**config.mk**
```make
export PLATFORM = sky130hd
export DESIGN_NAME = sram_ctl_top
export DESIGN_NICKNAME = d
export VERILOG_FILES = /design/src/rtl/sram_ctl_pkg.sv /design/src/rtl/sram_phase_timer.sv /design/src/rtl/sram_ctl_fsm.sv /design/src/rtl/sram_ctl_datapath.sv /design/src/rtl/sram_ctl_top.sv
export SDC_FILE = /design/constraint.sdc
export NUM_CORES = 1
export LEC_CHECK = 0
export ABC_AREA = 1
export BUFFER_PORTS_ARGS = -buffer_cell sky130_fd_sc_hd__buf_4
export CAP_MARGIN = 20
export CELL_PAD_IN_SITES_DETAIL_PLACEMENT = 1
export CELL_PAD_IN_SITES_GLOBAL_PLACEMENT = 1
export CORE_MARGIN = 1
export CORE_UTILIZATION = 35
export CTS_BUF_LIST = sky130_fd_sc_hd__clkbuf_4
export DETAILED_ROUTE_END_ITERATION = 6
export GPL_TIMING_DRIVEN = 0
export PLACE_DENSITY_LB_ADDON = 0.1
export SYNTH_ARGS = -nofsm -noshare
export SYNTH_HDL_FRONTEND = slang
export SYNTH_HIERARCHICAL = 1
export SYNTH_SLANG_ARGS = --single-unit
```
**constraint.sdc**
```tcl
create_clock -name clk_i -period 2.27 [get_ports clk_i]
set_clock_uncertainty 0.05 [all_clocks]
set_input_delay 0.227 -clock clk_i [delete_from_list [all_inputs] [get_ports clk_i]]
set_output_delay 0.227 -clock clk_i [all_outputs]
set_load 0.02 [all_outputs]
```
**src/rtl/sram_ctl_pkg.sv**
```systemverilog
package sram_ctl_pkg;

  typedef enum logic [2:0] {
    ST_IDLE,
    ST_RD_ACC,
    ST_RD_DONE,
    ST_TURN,
    ST_WR_SETUP,
    ST_WR_PULSE,
    ST_WR_REC
  } ctl_state_e;

  function automatic int ceil_div(input int num, input int den);
    return (num + den - 1) / den;
  endfunction

  function automatic int max2(input int a, input int b);
    return (a > b) ? a : b;
  endfunction

endpackage

```
**src/rtl/sram_phase_timer.sv**
```systemverilog
module sram_phase_timer #(
  parameter int W = 4
) (
  input  logic         clk_i,
  input  logic         rst_ni,
  input  logic         load_i,
  input  logic [W-1:0] load_val_i,
  output logic         done_o
);

  logic [W-1:0] cnt_q;

  always_ff @(posedge clk_i or negedge rst_ni) begin
    if (!rst_ni)             cnt_q <= '0;
    else if (load_i)         cnt_q <= load_val_i;
    else if (cnt_q != '0)    cnt_q <= cnt_q - 1'b1;
  end

  assign done_o = (cnt_q == '0);

  // phase counter steps down by one per cycle until it reaches zero
  a_r4_timer_step: assert property (@(posedge clk_i) disable iff (!rst_ni)
    (!load_i && cnt_q != '0) |=> (cnt_q == $past(cnt_q) - 1'b1));

endmodule

```
**src/rtl/sram_ctl_fsm.sv**
```systemverilog
module sram_ctl_fsm
  import sram_ctl_pkg::*;
#(
  parameter int RD_CYC  = 5,
  parameter int WP_CYC  = 4,
  parameter int REC_CYC = 1,
  parameter int TA_CYC  = 2,
  parameter int CW      = 3
) (
  input  logic          clk_i,
  input  logic          rst_ni,
  input  logic          req_i,
  input  logic          we_i,
  input  logic          done_i,
  output logic          load_o,
  output logic [CW-1:0] load_val_o,
  output logic          accept_o,
  output logic          capture_o,
  output logic          ack_o,
  output logic          ce_o,
  output logic          oe_o,
  output logic          we_o,
  output logic          bytes_o,
  output logic          drive_o
);

  ctl_state_e state_q, state_d;
  logic       last_rd_q;

  always_comb begin
    state_d    = state_q;
    load_o     = 1'b0;
    load_val_o = '0;
    unique case (state_q)
      ST_IDLE: if (req_i) begin
        load_o = 1'b1;
        if (!we_i) begin
          state_d    = ST_RD_ACC;
          load_val_o = CW'(RD_CYC - 1);
        end else if (last_rd_q) begin
          state_d    = ST_TURN;
          load_val_o = CW'(TA_CYC - 1);
        end else begin
          state_d    = ST_WR_SETUP;
        end
      end
      ST_RD_ACC:  if (done_i) state_d = ST_RD_DONE;
      ST_RD_DONE: state_d = ST_IDLE;
      ST_TURN:    if (done_i) begin
        state_d = ST_WR_SETUP;
        load_o  = 1'b1;
      end
      ST_WR_SETUP: if (done_i) begin
        state_d    = ST_WR_PULSE;
        load_o     = 1'b1;
        load_val_o = CW'(WP_CYC - 1);
      end
      ST_WR_PULSE: if (done_i) begin
        state_d    = ST_WR_REC;
        load_o     = 1'b1;
        load_val_o = CW'(REC_CYC - 1);
      end
      ST_WR_REC:  if (done_i) state_d = ST_IDLE;
      default:    state_d = ST_IDLE;
    endcase
  end

  always_ff @(posedge clk_i or negedge rst_ni) begin
    if (!rst_ni) begin
      state_q   <= ST_IDLE;
      last_rd_q <= 1'b0;
    end else begin
      state_q <= state_d;
      if (state_q == ST_RD_DONE)                last_rd_q <= 1'b1;
      else if (state_q == ST_IDLE && req_i && we_i) last_rd_q <= 1'b0;
    end
  end

  assign accept_o  = (state_q == ST_IDLE) && req_i;
  assign capture_o = (state_q == ST_RD_ACC) && done_i;
  assign ack_o     = (state_q == ST_RD_DONE) || ((state_q == ST_WR_REC) && done_i);

  always_comb begin
    ce_o    = 1'b0;
    oe_o    = 1'b0;
    we_o    = 1'b0;
    bytes_o = 1'b0;
    drive_o = 1'b0;
    unique case (state_q)
      ST_RD_ACC: begin
        ce_o = 1'b1; oe_o = 1'b1; bytes_o = 1'b1;
      end
      ST_WR_SETUP, ST_WR_REC: begin
        ce_o = 1'b1; bytes_o = 1'b1; drive_o = 1'b1;
      end
      ST_WR_PULSE: begin
        ce_o = 1'b1; bytes_o = 1'b1; we_o = 1'b1; drive_o = 1'b1;
      end
      default: ;
    endcase
  end

  // window counters for the assertions below
  int oe_win_q, we_win_q;
  always_ff @(posedge clk_i or negedge rst_ni) begin
    if (!rst_ni) begin
      oe_win_q <= 0;
      we_win_q <= 0;
    end else begin
      oe_win_q <= oe_o ? oe_win_q + 1 : 0;
      we_win_q <= we_o ? we_win_q + 1 : 0;
    end
  end

  // output enable active for exactly the read access length
  a_r2_read_window: assert property (@(posedge clk_i) disable iff (!rst_ni)
    $fell(oe_o) |-> (oe_win_q == RD_CYC));

  // write strobe active for exactly the pulse length
  a_r4_we_window: assert property (@(posedge clk_i) disable iff (!rst_ni)
    $fell(we_o) |-> (we_win_q == WP_CYC));

  // acknowledge is a single-cycle pulse
  a_r10_ack_pulse: assert property (@(posedge clk_i) disable iff (!rst_ni)
    ack_o |=> !ack_o);

  // no acceptance outside idle
  a_r9_accept_idle: assert property (@(posedge clk_i) disable iff (!rst_ni)
    accept_o |=> (state_q != ST_IDLE));

endmodule

```
**src/rtl/sram_ctl_datapath.sv**
```systemverilog
module sram_ctl_datapath #(
  parameter int AW = 18,
  parameter int DW = 16,
  parameter int BW = DW / 8
) (
  input  logic          clk_i,
  input  logic          rst_ni,
  input  logic          accept_i,
  input  logic          capture_i,
  input  logic [AW-1:0] addr_i,
  input  logic [DW-1:0] wdata_i,
  input  logic [BW-1:0] be_i,
  input  logic          ce_i,
  input  logic          oe_i,
  input  logic          we_i,
  input  logic          bytes_i,
  input  logic          drive_i,
  input  logic [DW-1:0] dq_i,
  output logic [DW-1:0] rdata_o,
  output logic [AW-1:0] mem_addr_o,
  output logic          mem_ce_no,
  output logic          mem_oe_no,
  output logic          mem_we_no,
  output logic [BW-1:0] mem_bs_no,
  output logic [DW-1:0] dq_o,
  output logic          dq_oe_o
);

  logic [AW-1:0] addr_q;
  logic [DW-1:0] wdata_q, rdata_q;
  logic [BW-1:0] be_q;

  always_ff @(posedge clk_i or negedge rst_ni) begin
    if (!rst_ni) begin
      addr_q  <= '0;
      wdata_q <= '0;
      be_q    <= '0;
    end else if (accept_i) begin
      addr_q  <= addr_i;
      wdata_q <= wdata_i;
      be_q    <= be_i;
    end
  end

  always_ff @(posedge clk_i or negedge rst_ni) begin
    if (!rst_ni)        rdata_q <= '0;
    else if (capture_i) rdata_q <= dq_i;
  end

  for (genvar b = 0; b < BW; b++) begin : g_bs
    assign mem_bs_no[b] = ~(bytes_i & be_q[b]);
  end

  assign rdata_o    = rdata_q;
  assign mem_addr_o = addr_q;
  assign mem_ce_no  = ~ce_i;
  assign mem_oe_no  = ~oe_i;
  assign mem_we_no  = ~we_i;
  assign dq_o       = wdata_q;
  assign dq_oe_o    = drive_i;

  // driver never on while the memory outputs are enabled
  a_r6_no_contention: assert property (@(posedge clk_i) disable iff (!rst_ni)
    dq_oe_o |-> mem_oe_no);

  // write strobe only inside chip enable with data driven
  a_r6_we_qualified: assert property (@(posedge clk_i) disable iff (!rst_ni)
    !mem_we_no |-> (!mem_ce_no && dq_oe_o));

  // address held while the chip is enabled
  a_r11_addr_stable: assert property (@(posedge clk_i) disable iff (!rst_ni)
    (!mem_ce_no && $past(!mem_ce_no)) |-> $stable(mem_addr_o));

  // driven data held while the driver is on
  a_r11_data_stable: assert property (@(posedge clk_i) disable iff (!rst_ni)
    (dq_oe_o && $past(dq_oe_o)) |-> $stable(dq_o));

endmodule

```
**src/rtl/sram_ctl_top.sv**
```systemverilog
module sram_ctl_top
  import sram_ctl_pkg::*;
#(
  parameter int CLK_NS   = 10,
  parameter int T_RC_NS  = 45,
  parameter int T_WC_NS  = 45,
  parameter int T_PWE_NS = 35,
  parameter int T_SD_NS  = 25,
  parameter int T_HZ_NS  = 18,
  parameter int AW       = 18,
  parameter int DW       = 16
) (
  input  logic              clk_i,
  input  logic              rst_ni,
  input  logic              req_i,
  input  logic              we_i,
  input  logic [AW-1:0]     addr_i,
  input  logic [DW-1:0]     wdata_i,
  input  logic [DW/8-1:0]   be_i,
  output logic              ack_o,
  output logic [DW-1:0]     rdata_o,
  output logic [AW-1:0]     mem_addr_o,
  output logic              mem_ce_no,
  output logic              mem_oe_no,
  output logic              mem_we_no,
  output logic [DW/8-1:0]   mem_bs_no,
  output logic [DW-1:0]     dq_o,
  output logic              dq_oe_o,
  input  logic [DW-1:0]     dq_i
);

  localparam int BW      = DW / 8;
  localparam int RD_CYC  = ceil_div(T_RC_NS, CLK_NS);
  localparam int WP_CYC  = max2(ceil_div(T_PWE_NS, CLK_NS), ceil_div(T_SD_NS, CLK_NS));
  localparam int REC_CYC = max2(1, ceil_div(T_WC_NS, CLK_NS) - 1 - WP_CYC);
  localparam int TA_CYC  = max2(1, ceil_div(T_HZ_NS, CLK_NS));
  localparam int MAX_CYC = max2(max2(RD_CYC, WP_CYC), max2(REC_CYC, TA_CYC));
  localparam int CW      = max2(1, $clog2(MAX_CYC + 1));

  logic          load, done, accept, capture;
  logic [CW-1:0] load_val;
  logic          ce, oe, we, bytes, drive;

  sram_phase_timer #(.W(CW)) u_timer (
    .clk_i      (clk_i),
    .rst_ni     (rst_ni),
    .load_i     (load),
    .load_val_i (load_val),
    .done_o     (done)
  );

  sram_ctl_fsm #(
    .RD_CYC  (RD_CYC),
    .WP_CYC  (WP_CYC),
    .REC_CYC (REC_CYC),
    .TA_CYC  (TA_CYC),
    .CW      (CW)
  ) u_fsm (
    .clk_i      (clk_i),
    .rst_ni     (rst_ni),
    .req_i      (req_i),
    .we_i       (we_i),
    .done_i     (done),
    .load_o     (load),
    .load_val_o (load_val),
    .accept_o   (accept),
    .capture_o  (capture),
    .ack_o      (ack_o),
    .ce_o       (ce),
    .oe_o       (oe),
    .we_o       (we),
    .bytes_o    (bytes),
    .drive_o    (drive)
  );

  sram_ctl_datapath #(.AW(AW), .DW(DW), .BW(BW)) u_dp (
    .clk_i      (clk_i),
    .rst_ni     (rst_ni),
    .accept_i   (accept),
    .capture_i  (capture),
    .addr_i     (addr_i),
    .wdata_i    (wdata_i),
    .be_i       (be_i),
    .ce_i       (ce),
    .oe_i       (oe),
    .we_i       (we),
    .bytes_i    (bytes),
    .drive_i    (drive),
    .dq_i       (dq_i),
    .rdata_o    (rdata_o),
    .mem_addr_o (mem_addr_o),
    .mem_ce_no  (mem_ce_no),
    .mem_oe_no  (mem_oe_no),
    .mem_we_no  (mem_we_no),
    .mem_bs_no  (mem_bs_no),
    .dq_o       (dq_o),
    .dq_oe_o    (dq_oe_o)
  );

  // strobes inactive and bus released whenever the chip is not enabled
  a_r1_idle_quiet: assert property (@(posedge clk_i) disable iff (!rst_ni)
    mem_ce_no |-> (mem_oe_no && mem_we_no && !dq_oe_o && (&mem_bs_no)));

endmodule

```
After elaboration in Yosys (flattened, before gate mapping)

Cells that the tools add are included.

Register bits: 59
Input bits: 56
Output and inout port bits: 57
Word-level logic and storage cells: 66

Add/sub/neg operators: 1
Equal/unequal tests: 12
Muxes and demuxes: 25
Bitwise gates (word level): 7
Reductions and logical operators: 14

Operators with widths:

| operator            | number |
|---|---|
| $mux 3              | 12 |
| $pmux 3 s6          | 1 |
| $ne 2x1->1 const B  | 5 |
| $eq 3x3->1 const B  | 3 |
| $mux 1              | 9 |
| $eq 3x2->1 const B  | 2 |
| $logic_not 3->1     | 2 |
| $pmux 3 s2          | 1 |
| $reduce_and 6->1    | 1 |
| $reduce_or 3->1     | 2 |
| $not 1->1           | 5 |
| $logic_and 1x1->1   | 4 |
| $reduce_bool 2->1   | 2 |
| $reduce_or 4->1     | 1 |
| $eq 3x1->1 const B  | 1 |
| $reduce_bool 3->1   | 1 |
| $sub 3x1->3 const B | 1 |
| $and 1x1->1         | 2 |
| $mux 2              | 1 |
| $ne 2x2->1 const B  | 1 |
| $pmux 1 s2          | 1 |
| $logic_or 1x1->1    | 1 |

Depth between registers and ports, before layout

Gate-level depths: netlist of run 1.

Word-level depth: 5
Gate-level depth with buffers: 11
Depth with buffers taken out: 10

By module

The synthesis of run 1 kept the hierarchy.

By module, submodules not included:

| module            | times used | cells each | area an instance (um^2) | seq. area each (um^2) |
|---|---|---|---|---|
| sram_ctl_datapath | 1          | 226        | 2062.0                  | 1301.2 |
| sram_ctl_fsm      | 1          | 59         | 340.3                   | 100.1 |
| sram_phase_timer  | 1          | 32         | 207.7                   | 75.1 |

Least setup slack after synthesis of run 1

No wires, ideal clock.

Path kind: reg-to-reg
From: register u_timer.cnt_q[0]
To: register u_timer.cnt_q[1]
Library setup time: 0.117 ns
Arrival time: 1.621 ns
Data required time: 2.103 ns
Setup slack: 0.482 ns
Stages on the path, launching flop included: 10
Buffers on the path: 0
Clock period less this slack: 1.788 ns
Cells stage by stage: dfrtp_1 inv_1 ha_1 inv_1 nor2_2 inv_1 o21ai_0 o21ai_0 nand2_1 nand2_1

Word-level cells in the longest chain between the ends: 4
Elaborated cells between the ends (all ways): 10
Classes of those cells: add/sub: 1; mux: 6; reduce/logical: 3

RTL lines:

| element                                            | line                                                       | RTL |
|---|---|---|
| start, declared                                    | sram_phase_timer.sv:11                                     | `logic [W-1:0] cnt_q;` |
| start signal, assigned                             | sram_phase_timer.sv:15                                     | `else if (load_i) cnt_q <= load_val_i;` |
| start signal, assigned                             | sram_phase_timer.sv:16                                     | `else if (cnt_q != '0) cnt_q <= cnt_q - 1'b1;` |
| $logic_not 3->1 (*)                                | sram_phase_timer.sv:19                                     | `assign done_o = (cnt_q == '0);` |
| via done                                           | sram_ctl_top.sv:40                                         | `logic load, done, accept, capture;` |
| $mux 1 (*)                                         | sram_ctl_fsm.sv:49, sram_ctl_fsm.sv:53, sram_ctl_fsm.sv:58 |  |
| $pmux 1 s2 (*)                                     | sram_ctl_fsm.sv:34                                         | `unique case (state_q)` |
| via load                                           | sram_ctl_top.sv:40                                         |  |
| $mux 3 / $reduce_bool 2->1 (equally long branches) | n/a                                                        |  |

The timed path passes the listed nets; every way through them passes the cells marked *. The select of a mux whose other input is x is not followed.
A chain may end at the register's enable or synchronous reset.

Worst setup path after layout of run 1

Same ends and word-level chain as after synthesis.

==> reports/summary.txt, run 1 <==
All-Layer GR Usage: 22.3%
Largest net degree at the start of global routing: 60
Total CTS buffers: 9
CTS sink count: 59
Setup TNS: 0 ns
Synth unique cells: 19
Finished Cell Area: 0.00422 mm2
TritonCTS clock tree: yes
CP Launch Type: register
Post-DRT Antenna Nets: 0
Number of placement rows: 31
First-pass GRT wire length: 13,100 um
CP max FO: 8
Later-pin clock latency in the skew report: 0.38 ns
Fill cell count: 888
Post-route minimum period: 1.88 ns
Maximum clock frequency: 531 MHz
Fin. max-slew vios: 0
Rel. slew slack: 49.8%
RSZ-0062 raised after global routing: no
Crit end category: register
Worst vdd ir: 0.567 mV
Area contributors post-synth: dfrtp_1, nand2_1, nand2_2, buf_6, inv_1
Initial DRC count: 61
Via-per-instance ratio: 4.49
Die height: 88.4 um
Final Setup Violations: 0
H-Tree Depth: 3
Gpl congestion: 0.755
Async S/R FF share, synth: 100%
Switching power total: 2530 uW
Cells after Synth: 317
Reg power frac: 33.6%
Synth area leader: dfrtp_1
Average wire per standard cell: 14.1 um
Nets@finish: 551
Crit share post-route: 83.0%
Post-Syn Area per Cell: 8.23 um2
Synthesis-to-finish area growth: 61.6%
CTS Buffer Depth: 2
Power share of the combinational group: 54.4%
GRT overflow: 0
Post-route DRC: 0
Die ar.: 0.00781 mm2
Ys Warns: 6
Yosys reg bits: 59
Critical Path AT: 2.10 ns
Core ar.: 0.00721 mm2
Run status: complete, no violations
Ports: 113
Placed cell areas: 0.00357 mm2
Switching share of total power: 44.7%
Fin util: 58.5%
Number of max-cap violations: 0
Port-buffer cells: 112
Number of synthesized flops with an enable pin: 0
Die W: 88.4 um
Initial antenna violation count: 0
P_leak: 0.00232 uW
Worst-path clk slew: 0.09 ns
Count leader, synth: nand2_1
Via count: 2,674
Commonest cells in the synthesized netlist: nand2_1, dfrtp_1, inv_1
Clk pwr share: 12.0%
WHS: 0.0730 ns
PwrDens: 1340 mW/mm2
Pint: 3130 uW
Setup Crit Path Kind: reg2reg
Top-area cell type share of the netlist area: 56.6%
Sequential-to-total area share from yosys stat: 56.6%
Worst min path class: in2reg
Synth Net Count: 375
Clk root buf: clkbuf_4
CP required: 2.49 ns
Top FF cell, synth: dfrtp_1
Starting density of the core: 36.2%
Drt total wl: 8410 um
Mapped Area: 0.00261 mm2
DP Wirelength: 5140 um
Worst Tran Pin Value: 0.752 ns
Vias in the first global route: 2,804
Post-CTS Setup Inserts: 0
Final-report hold violation count: 0
Antenna Cells: 0
Layout cells sized above 1: 31.0%
Drt pass-1 iters: 4
## logic make-up after synthesis
logic type	count (synthesis)	share of synthesized area (%)
compound gates	9	1.77
fa+ha+maj	2	0.959
buf+inv	31	7.77
flops	59	56.6
simple gates	216	32.9
## metal layers
metal | routed length [um] | GRT usage (%) | vias to the layer above
li1 | - | - | 1305
met1 | 3290 | 24.5 | 1288
met2 | 4580 | 41.7 | 65
met3 | 333 | 3.82 | 16
met4 | 201 | 10.1 | 0
met5 | 0 | 0 | -
## placed cells by master, fill, tap and decap left out, drive strengths merged
cell,synthesis,routed
dlygate4sd3,0,53
buf,12,124
bufinv,0,1
clkbuf,0,9
ha,2,2
nand3,6,6
nand2,198,198
o22ai,1,1
nor3,3,3
o21ai,6,6
a21oi,2,2
nor2,9,9
inv,19,19
dfrtp,59,59
clkinv,0,4
## path summary, 6_finish.rpt
check	from	endpoint	slack, ns	cells past startpoint
min in group asynchronous	rst_ni	u_dp/dq_o[3]	0.39	2
worst min register to register	u_dp/mem_addr_o[11]	u_dp/mem_addr_o[11]	0.43	2
worst max register to register	u_timer/cnt_q[0]	u_timer/cnt_q[1]	0.39	9
max in group asynchronous	rst_ni	u_fsm/last_rd_q	1.27	2
worst max-delay path	u_timer/cnt_q[0]	u_timer/cnt_q[1]	0.39	9
worst min-delay path	we_i	u_timer/cnt_q[2]	0.07	4
## cell type report
class	instances	area [um2]	share of cell area (%)
tap	99	124	2.94
multi-input combinational	227	931	22.1
inverter	19	81.3	1.93
timing repair buffer	165	1370	32.5
buffer	12	121	2.88
clock buffer	9	67.6	1.60
sequential	59	1480	35.0
clock inverter	5	46.3	1.10
## critical path: stages, from the launching register on
cell and delay (ns):
dfrtp_1 0.40, inv_1 0.08, ha_1 0.19, inv_1 0.06, nor2_2 0.12, inv_1 0.12, o21ai_1 0.43, o21ai_0 0.18
nand2_1 0.09, nand2_1 0.06
## registers in the layout, summed over array words and instances (netlist names)
register	flops
u_fsm/state_q	3
u_dp/be_q	2
u_dp/rdata_o	16
u_dp/mem_addr_o	18
u_timer/cnt_q	3
u_dp/dq_o	16
u_fsm/last_rd_q	1
## stage by stage
step	instances	total power, uW	setup WS [ns]
3_3_place_gp	528	4770	0.206
4_1_cts	595	5660	0.0950
5_1_grt	595	6100	0.101
6_report	595	5660	0.386
2_1_floorplan	317	3650	0.482
3_5_place_dp	528	4880	0.133
## power groups by stage
stage / logic (uW) / registers [uW] / clock network [uW]
floorplan: 1260 / 2390 / 0
global route: 3380 / 1970 / 744
finish: 3080 / 1900 / 681
global placement: 2890 / 1880 / 0
detailed placement: 2970 / 1910 / 0
CTS: 3050 / 1890 / 710
## what timing repair did
item / CTS / global route
hold endpoints to repair: 111 / 0
hold buffers: 53 / 0
gates resized for setup: 0 / 1
endpoints found under the setup margin: 0 / 3
(Power assumes the default switching activity.)
==> run 2: changes to the inputs <==
--- a/config.mk
+++ b/config.mk
@@ -5,13 +5,13 @@
 export SDC_FILE = /design/constraint.sdc
 export NUM_CORES = 1
 export LEC_CHECK = 0
-export ABC_AREA = 1
+export ABC_AREA = 0
 export BUFFER_PORTS_ARGS = -buffer_cell sky130_fd_sc_hd__buf_4
 export CAP_MARGIN = 20
 export CELL_PAD_IN_SITES_DETAIL_PLACEMENT = 1
 export CELL_PAD_IN_SITES_GLOBAL_PLACEMENT = 1
 export CORE_MARGIN = 1
-export CORE_UTILIZATION = 35
+export CORE_UTILIZATION = 39
 export CTS_BUF_LIST = sky130_fd_sc_hd__clkbuf_4
 export DETAILED_ROUTE_END_ITERATION = 6
 export GPL_TIMING_DRIVEN = 0
==> constraint.sdc (replaced) <==
create_clock -name clk_i -period 1.8 [get_ports clk_i]
set_clock_uncertainty 0.05 [all_clocks]
set_input_delay 0.18 -clock clk_i [delete_from_list [all_inputs] [get_ports clk_i]]
set_output_delay 0.18 -clock clk_i [all_outputs]
set_load 0.02 [all_outputs]
==> run 2 against run 1 <==
Effect of this change:
- the run now ends with negative setup slack left
- clock power is 30% higher
- register-to-register slack worse by 0.56 ns
- non-clock buffer count is 27 higher
- global-route usage is 7.8 points higher
- sequential cell count stayed put
- wire length is 55% higher
- die area is 6.8% lower
- worst hold slack worse by 0.0016 ns
- critical path type unchanged
- final cell count is 21% lower
- sequential share of layout area is 4.0 points lower
==> reports/summary.txt, run 2 <==
Clk pwr share: 10.8% (-1.2 points)
Number of synthesized flops with an enable pin: 0 (unchanged)
Fill cell count: 584 (-34%)
Post-route worst setup slack: -0.171 ns (-0.557 ns)
Final Power: 8220 uW (+45%)
Vias in the first global route: 2,673 (-4.7%)
CP max FO: 7 (-1)
Post-DRT Antenna Nets: 0 (unchanged)
Post-route minimum period: 1.97 ns (+0.0866 ns)
Die height: 85.3 um (-3.5%)
Worst-path clk slew: 0.14 ns (+0.05 ns)
Pint: 4740 uW (+51%)
Met2 WL post-DR: 6880 um (+50%)
Min-Delay Path Depth: 3 (-1)
RSZ-0062 raised after global routing: yes
CP Launch Type: register
TritonCTS clock tree: yes
Cell family with most CP delay: simple AND/OR/NAND/NOR gates
CTS Buffer Depth: 2 (unchanged)
Sequential-to-total area share from yosys stat: 54.6% (-2.0 points)
Origin of the worst setup path: u_fsm/state_q[1]
Final Setup Violations: 55 (+55)
Critical path buffers and inverters: 3 (unchanged)
PwrDens: 1730 mW/mm2 (+29%)
Top FF cell, synth: dfrtp_1
Post-Syn Area per Cell: 15.0 um2 (+82%)
CTS sink count: 59 (unchanged)
Synth area leader: dfrtp_1
Crit end category: register
Metal1 wirelength: 4940 um (+50%)
Largest net degree at the start of global routing: 60 (unchanged)
Fin util: 73.0% (+14 points)
Hold Crit Start: req_i
GRT overflow: 0 (unchanged)
Rel. slew slack: 48.3% (-1.6 points)
Largest register FFs: 18 (unchanged)
First-pass GRT wire length: 15,900 um (+21%)
Crit path cell chain: or4b_4 -> inv_6 -> buf_12 -> clkbuf_16 -> mux2_4
Reg power frac: 30.4% (-3.2 points)
Synthesis-to-finish area growth: 76.1%
WL met3: 722 um (+120%)
Synth unique cells: 36 (+17)
Worst min path class: in2reg
Async S/R FF share, synth: 100% (unchanged)
Mapped Area: 0.00271 mm2 (+3.7%)
Synth Net Count: 239 (-36%)
Later-pin clock latency in the skew report: 0.43 ns (+0.05 ns)
Cells after Synth: 181 (-43%)
All-Layer GR Usage: 30.1% (+7.8 points)
Port-buffer cells: 112 (unchanged)
CP peak stage delay: 0.60 ns (+0.17 ns)
R2R Path Start: u_fsm/state_q[1]
Switching share of total power: 42.4% (-2.3 points)
Commonest cells in the synthesized netlist: dfrtp_1, mux2_4, mux2_2
Initial DRC count: 120 (+97%)
Final-report hold violation count: 0 (unchanged)
Failing checks: negative setup slack
Yosys reg bits: 59 (unchanged)
Setup Crit Path Kind: reg2reg
Layout cells sized above 1: 62.1% (+31 points)
Switching power total: 3490 uW (+38%)
Crit share post-route: 110% (+26 points)
Clk root buf: clkbuf_4
Critical-path top delay cell: or4b_4
Critical Path AT: 2.23 ns (+0.13 ns)
Worst path depth: 5 (-4)
CP required: 2.06 ns (-0.43 ns)
Worst Tran Pin Value: 0.776 ns (+0.0237 ns)
Run status: finished, violations left
Area contributors post-synth: dfrtp_1, mux2_4, mux2_2, buf_12, inv_1
Total CTS buffers: 9 (unchanged)
Worst Reg2Reg Path Length in Cells: 5 (-4)
Number of max-cap violations: 0 (unchanged)
Most common cell after layout, fill and taps aside: buf_4
Count leader, synth: dfrtp_1
H-Tree Depth: 3 (unchanged)
Via-per-instance ratio: 5.35 (+19%)
Maximum clock frequency: 507 MHz (-4.4%)
Drt total wl: 13,000 um (+55%)
Top-area cell type share of the netlist area: 54.6% (-2.0 points)
Ports: 113 (unchanged)
Ys Warns: 6 (unchanged)
Die W: 85.3 um (-3.5%)
Drt pass-1 iters: 4 (unchanged)
DP Wirelength: 4670 um (-9.2%)
Power share of the combinational group: 58.8% (+4.4 points)
Top routing layer in use: met4
Initial antenna violation count: 1 (+1)
Average wire per standard cell: 27.8 um (+97%)
Commonest non-fill, non-tap cells in the layout: buf_4, dfrtp_1, dlygate4sd3_1
Via count: 2,505 (-6.3%)
Starting density of the core: 41.4% (+5.3 points)
Gpl congestion: 0.733 (-2.9%)
P_leak: 0.00230 uW (-1.0%)
Nets@finish: 443 (-20%)
Worst vdd ir: 0.963 mV (+70%)
Fin. max-slew vios: 0 (unchanged)
Number of placement rows: 29 (-6.5%)
Finished Cell Area: 0.00477 mm2 (+13%)
Die ar.: 0.00728 mm2 (-6.8%)
Placed cell areas: 0.00365 mm2 (+2.0%)
Core ar.: 0.00653 mm2 (-9.5%)
Post-route DRC: 0 (unchanged)
-- run 2: cell count changes after synthesis, sizes merged, moves of 3 or more --
cell	change
o21ai	-3
nand3	-4
nand3b	+3
mux2	+52
nand2	-194
nand2b	+3
nor2b	+4
inv	-9
nor2	-6
-- run 2: cells by family (layout without fill, tap and decap cells) --
logic type      after synthesis  count (layout)  share of synthesized area [%]
flops                        59              59                           54.6
mux                          52              52                           27.2
simple gates                 31              31                           7.35
buf+inv                      21             230                           5.92
compound gates               15              15                           3.74
fa+ha+maj                     2               2                          0.924
xor+xnor                      1               1                          0.324
other cells                   0               1                              0
-- run 2: worst paths after layout --
path,to,slack (ns)
min in group asynchronous,u_dp/rdata_o[13],0.38
setup reg to reg,u_dp/mem_addr_o[1],-0.17
hold reg to reg,u_dp/mem_addr_o[2],0.48
max in group asynchronous,u_dp/mem_addr_o[14],0.79
hold / removal,u_fsm/state_q[2],0.07
setup / recovery,u_dp/mem_addr_o[1],-0.17
-- run 2: area by class of cell --
cell class                      count  area, um2  area share, %
Timing Repair Buffer              195       1700           35.8
Sequential cell                    59       1480           31.0
Multi-Input combinational cell    101       1210           25.4
Buffer                              9        123           2.57
Tap cell                           77       96.3           2.02
Clock buffer                       10       75.1           1.58
Inverter                           10       45.0          0.945
Clock inverter                      6       32.5          0.683
Antenna cell                        1       2.50         0.0525
-- run 2: what timing repair did --
item	4_1_cts	5_1_grt
setup endpoints to repair	62	55
endpoints found under the hold margin	111	0
pin swaps	6	7
buffers inserted	17	10
gates resized for setup	22	31
hold buffers	53	0
gates cloned	1	2
-- run 2: metal layers --
| metal | track usage [%] | up-vias |
|---|---|---|
| met5 | 0 | - |
| met4 | 13.5 | 0 |
| met3 | 6.81 | 44 |
| met2 | 52.9 | 137 |
| met1 | 35.2 | 1283 |
| li1 | - | 1041 |
-- run 2: power groups by stage --
| stage | logic [uW] | clock network (uW) | registers, uW |
|---|---|---|---|
| after CTS | 4050 | 821 | 2340 |
| after global placement | 3460 | 0 | 2320 |
| after floorplan | 1540 | 0 | 2950 |
| final | 4830 | 888 | 2500 |
| after detailed placement | 3530 | 0 | 2360 |
| after global routing | 4990 | 944 | 2540 |
-- run 2: through the flow --
step	cells	hold slack (ns)	setup WS [ns]	TNS, ns
2_1_floorplan	181	-0.166	0.0161	0
3_5_place_dp	370	0.247	-0.317	-5.88
3_3_place_gp	370	0.249	-0.217	-4.21
5_1_grt	468	0.0733	-0.193	-6.72
6_report	468	0.0714	-0.171	-6.43
4_1_cts	457	0.0207	-0.0884	-2.08
-- run 2: worst min-delay path, cell delays in order --
cell and delay [ns]:
buf_4 0.14, nand3_1 0.07, o21ai_0 0.09
==> run 3: changes to the inputs <==
--- a/config.mk
+++ b/config.mk
@@ -15,7 +15,8 @@
 export CTS_BUF_LIST = sky130_fd_sc_hd__clkbuf_4
 export DETAILED_ROUTE_END_ITERATION = 6
 export GPL_TIMING_DRIVEN = 0
-export PLACE_DENSITY_LB_ADDON = 0.1
+export PLACE_DENSITY = 0.79
+export SLEW_MARGIN = 20
 export SYNTH_ARGS = -nofsm -noshare
 export SYNTH_HDL_FRONTEND = slang
 export SYNTH_HIERARCHICAL = 1
==> run 3 against run 2 <==
Effect of this change:
- first-iteration DRC count down 38%
- sequential power fell by 2%
- final cell count down 1.9%
- fmax increased by 4.7%
- global-route usage shrank 5.1 points
- combinational power decreased by 8.1%
- the run still ends with negative setup slack left
- total power decreased by 5.1%
- wire length is 16% lower
==> reports/summary.txt, run 3 (synthesis gave the netlist of run 2 again) <==
Run status: finished, violations left
Failing checks: negative setup slack
Post-route DRC: 0 (unchanged)
Later-pin clock latency in the skew report: 0.41 ns (-0.02 ns)
Die W: 85.3 um (unchanged)
Worst Tran Pin Value: 0.767 ns (-0.00866 ns)
Flop-to-flop setup slack: -0.08 ns (+0.09 ns)
First-pass GRT wire length: 13,500 um (-15%)
Port-buffer cells: 112 (unchanged)
Worst-path clk slew: 0.09 ns (-0.05 ns)
Starting density of the core: 41.4% (unchanged)
CP max FO: 5 (-2)
CTS sink count: 59 (unchanged)
DP Wirelength: 4610 um (-1.3%)
Crit end category: output port
Nets@finish: 437 (-1.4%)
Gpl congestion: 0.797 (+8.7%)
Crit path cell chain: inv_2 -> ha_4 -> nand2b_4 -> inv_4 -> nor2b_1 -> nor3b_1 -> buf_4
Rel. slew slack: 48.8% (+0.58 points)
Hold-critical path endpoint: u_fsm/state_q[2]
Hold Crit Start: req_i
Layout cells sized above 1: 59.2% (-2.9 points)
Top routing layer in use: met4
Ports: 113 (unchanged)
Largest register FFs: 18 (unchanged)
R2R Path Start: u_fsm/state_q[2]
Number of placement rows: 29 (unchanged)
Metal1 wirelength: 4230 um (-14%)
Fill cell count: 607 (+3.9%)
Drt total wl: 11,000 um (-16%)
Reg2reg end: u_dp/dq_o[9]
Final-report hold violation count: 0 (unchanged)
H-Tree Depth: 3 (unchanged)
Worst Reg2Reg Path Length in Cells: 5 (unchanged)
Antenna Cells: 0 (-1)
TritonCTS clock tree: yes
Post-DRT Antenna Nets: 0 (unchanged)
Initial DRC count: 74 (-38%)
Most common cell after layout, fill and taps aside: buf_4
Total CTS buffers: 9 (unchanged)
GRT overflow: 0 (unchanged)
Multi-input gate area: 0.00116 mm2 (-4.3%)
Final Setup Violations: 35 (-36%)
Core ar.: 0.00653 mm2 (unchanged)
Clk root buf: clkbuf_4
CTS Buffer Depth: 2 (unchanged)
All-Layer GR Usage: 24.9% (-5.1 points)
FF/Latch Area: 0.00148 mm2 (about the same)
Min-Delay Path Depth: 3 (unchanged)
Vias in the first global route: 2,493 (-6.7%)
Critical-path top delay cell: dfrtp_1
Die ar.: 0.00728 mm2 (unchanged)
Setup Crit Path Kind: reg2out
Met2 WL post-DR: 5880 um (-15%)
CP peak stage delay: 0.41 ns (-0.19 ns)
Cell family with most CP delay: flip-flops
Fin. max-slew vios: 0 (unchanged)
Critical path buffers and inverters: 3 (unchanged)
Final Power: 7800 uW (-5.1%)
Via-per-instance ratio: 5.10 (-4.8%)
Average wire per standard cell: 23.9 um (-14%)
Placed cell areas: 0.00365 mm2 (unchanged)
RSZ-0062 raised after global routing: yes
Synthesis-to-finish area growth: 72.5%
Critical Path AT: 1.65 ns (-0.58 ns)
Maximum clock frequency: 531 MHz (+4.7%)
Crit share post-route: 105% (-5.0 points)
Post-route worst setup slack: -0.0818 ns (+0.0892 ns)
Worst vdd ir: 0.898 mV (-6.7%)
Post-route minimum period: 1.88 ns (-0.0892 ns)
Commonest non-fill, non-tap cells in the layout: buf_4, dfrtp_1, dlygate4sd3_1
Worst path depth: 7 (+2)
CP Launch Type: register
CP required: 1.57 ns (-0.49 ns)
P_leak: 0.00226 uW (-1.9%)
Number of max-cap violations: 0 (unchanged)
Drt pass-1 iters: 4 (unchanged)
Worst min path class: in2reg
PwrDens: 1670 mW/mm2 (-3.1%)
WL met3: 535 um (-26%)
# placed instances: 370 (unchanged)
Via count: 2,340 (-6.6%)
Initial antenna violation count: 0 (-1)
Die height: 85.3 um (unchanged)
Largest net degree at the start of global routing: 60 (unchanged)
Non-filler instance count after layout: 459 (-1.9%)
Finished Cell Area: 0.00467 mm2 (-2.0%)
-- run 3: cell types whose count changed in the layout (fill, tap and decap cells not counted), moves of 2 or more --
cell	change
clkbuf_16	+2
clkinvlp_4	-2
buf_6	-4
clkbuf_4	-2
inv_2	-2
nor2b_1	+2
inv_1	+2
-- run 3: worst max-delay path by stage --
| stage | endpoint | slack, ns | start |
|---|---|---|---|
| after global routing | ack_o | -0.16 | u_timer/cnt_q[1] |
| after CTS | u_dp/dq_o[13] | -0.05 | u_fsm/state_q[1] |
| after global placement | u_timer/cnt_q[0] | -0.19 | u_timer/cnt_q[0] |
| after detailed placement | u_timer/cnt_q[0] | -0.21 | u_timer/cnt_q[0] |
| after floorplan | u_dp/be_q[0] | 0.02 | u_fsm/state_q[2] |
| final | ack_o | -0.08 | u_timer/cnt_q[1] |
-- run 3: through the flow --
step / worst slack (ns) / hold WS, ns / utilization (%) / TNS [ns]
after floorplan: 0.0161 / -0.166 / - / 0
after CTS: -0.0489 / 0.0100 / 67.8 / -0.975
after global routing: -0.156 / 0.0255 / 71.5 / -3.00
after detailed placement: -0.210 / 0.254 / 55.8 / -5.91
final: -0.0818 / 0.0248 / 71.5 / -1.67
after global placement: -0.187 / 0.240 / 55.8 / -4.57
-- run 3: layout make-up --
| class | count | area share [%] |
|---|---|---|
| Timing Repair Buffer | 187 | 34.8 |
| Tap cell | 77 | 2.06 |
| Clock inverter | 5 | 0.992 |
| Buffer | 11 | 3.35 |
| Inverter | 10 | 0.911 |
| Clock buffer | 9 | 1.45 |
| Sequential cell | 59 | 31.7 |
| Multi-Input combinational cell | 101 | 24.8 |
-- run 3: worst register-to-register path: stages, from the launching register on --
cell,delay [ns]
dfrtp_2,0.46
or4b_4,0.56
inv_4,0.10
buf_12,0.14
clkbuf_16,0.16
mux2_4,0.30
-- run 3: report_power, final --
part | internal (uW) | switching (uW)
registers | 1950 | 505
clock network | 393 | 512
logic | 2360 | 2080
total | 4710 | 3090
-- run 3: repair_timing --
action                                  4_1_cts  5_1_grt
cloned                                        0        4
buffers inserted                              9        9
pin swaps                                     4        7
resized for setup                            19       19
hold endpoints to repair                    111        0
endpoints found under the setup margin       62       51
hold buffers                                 53        0
-- run 3: metal layers --
metal	track usage [%]	vias up
li1	-	1031
met1	27.9	1178
met2	46.7	102
met3	4.47	29
met4	10.2	0
met5	0	-
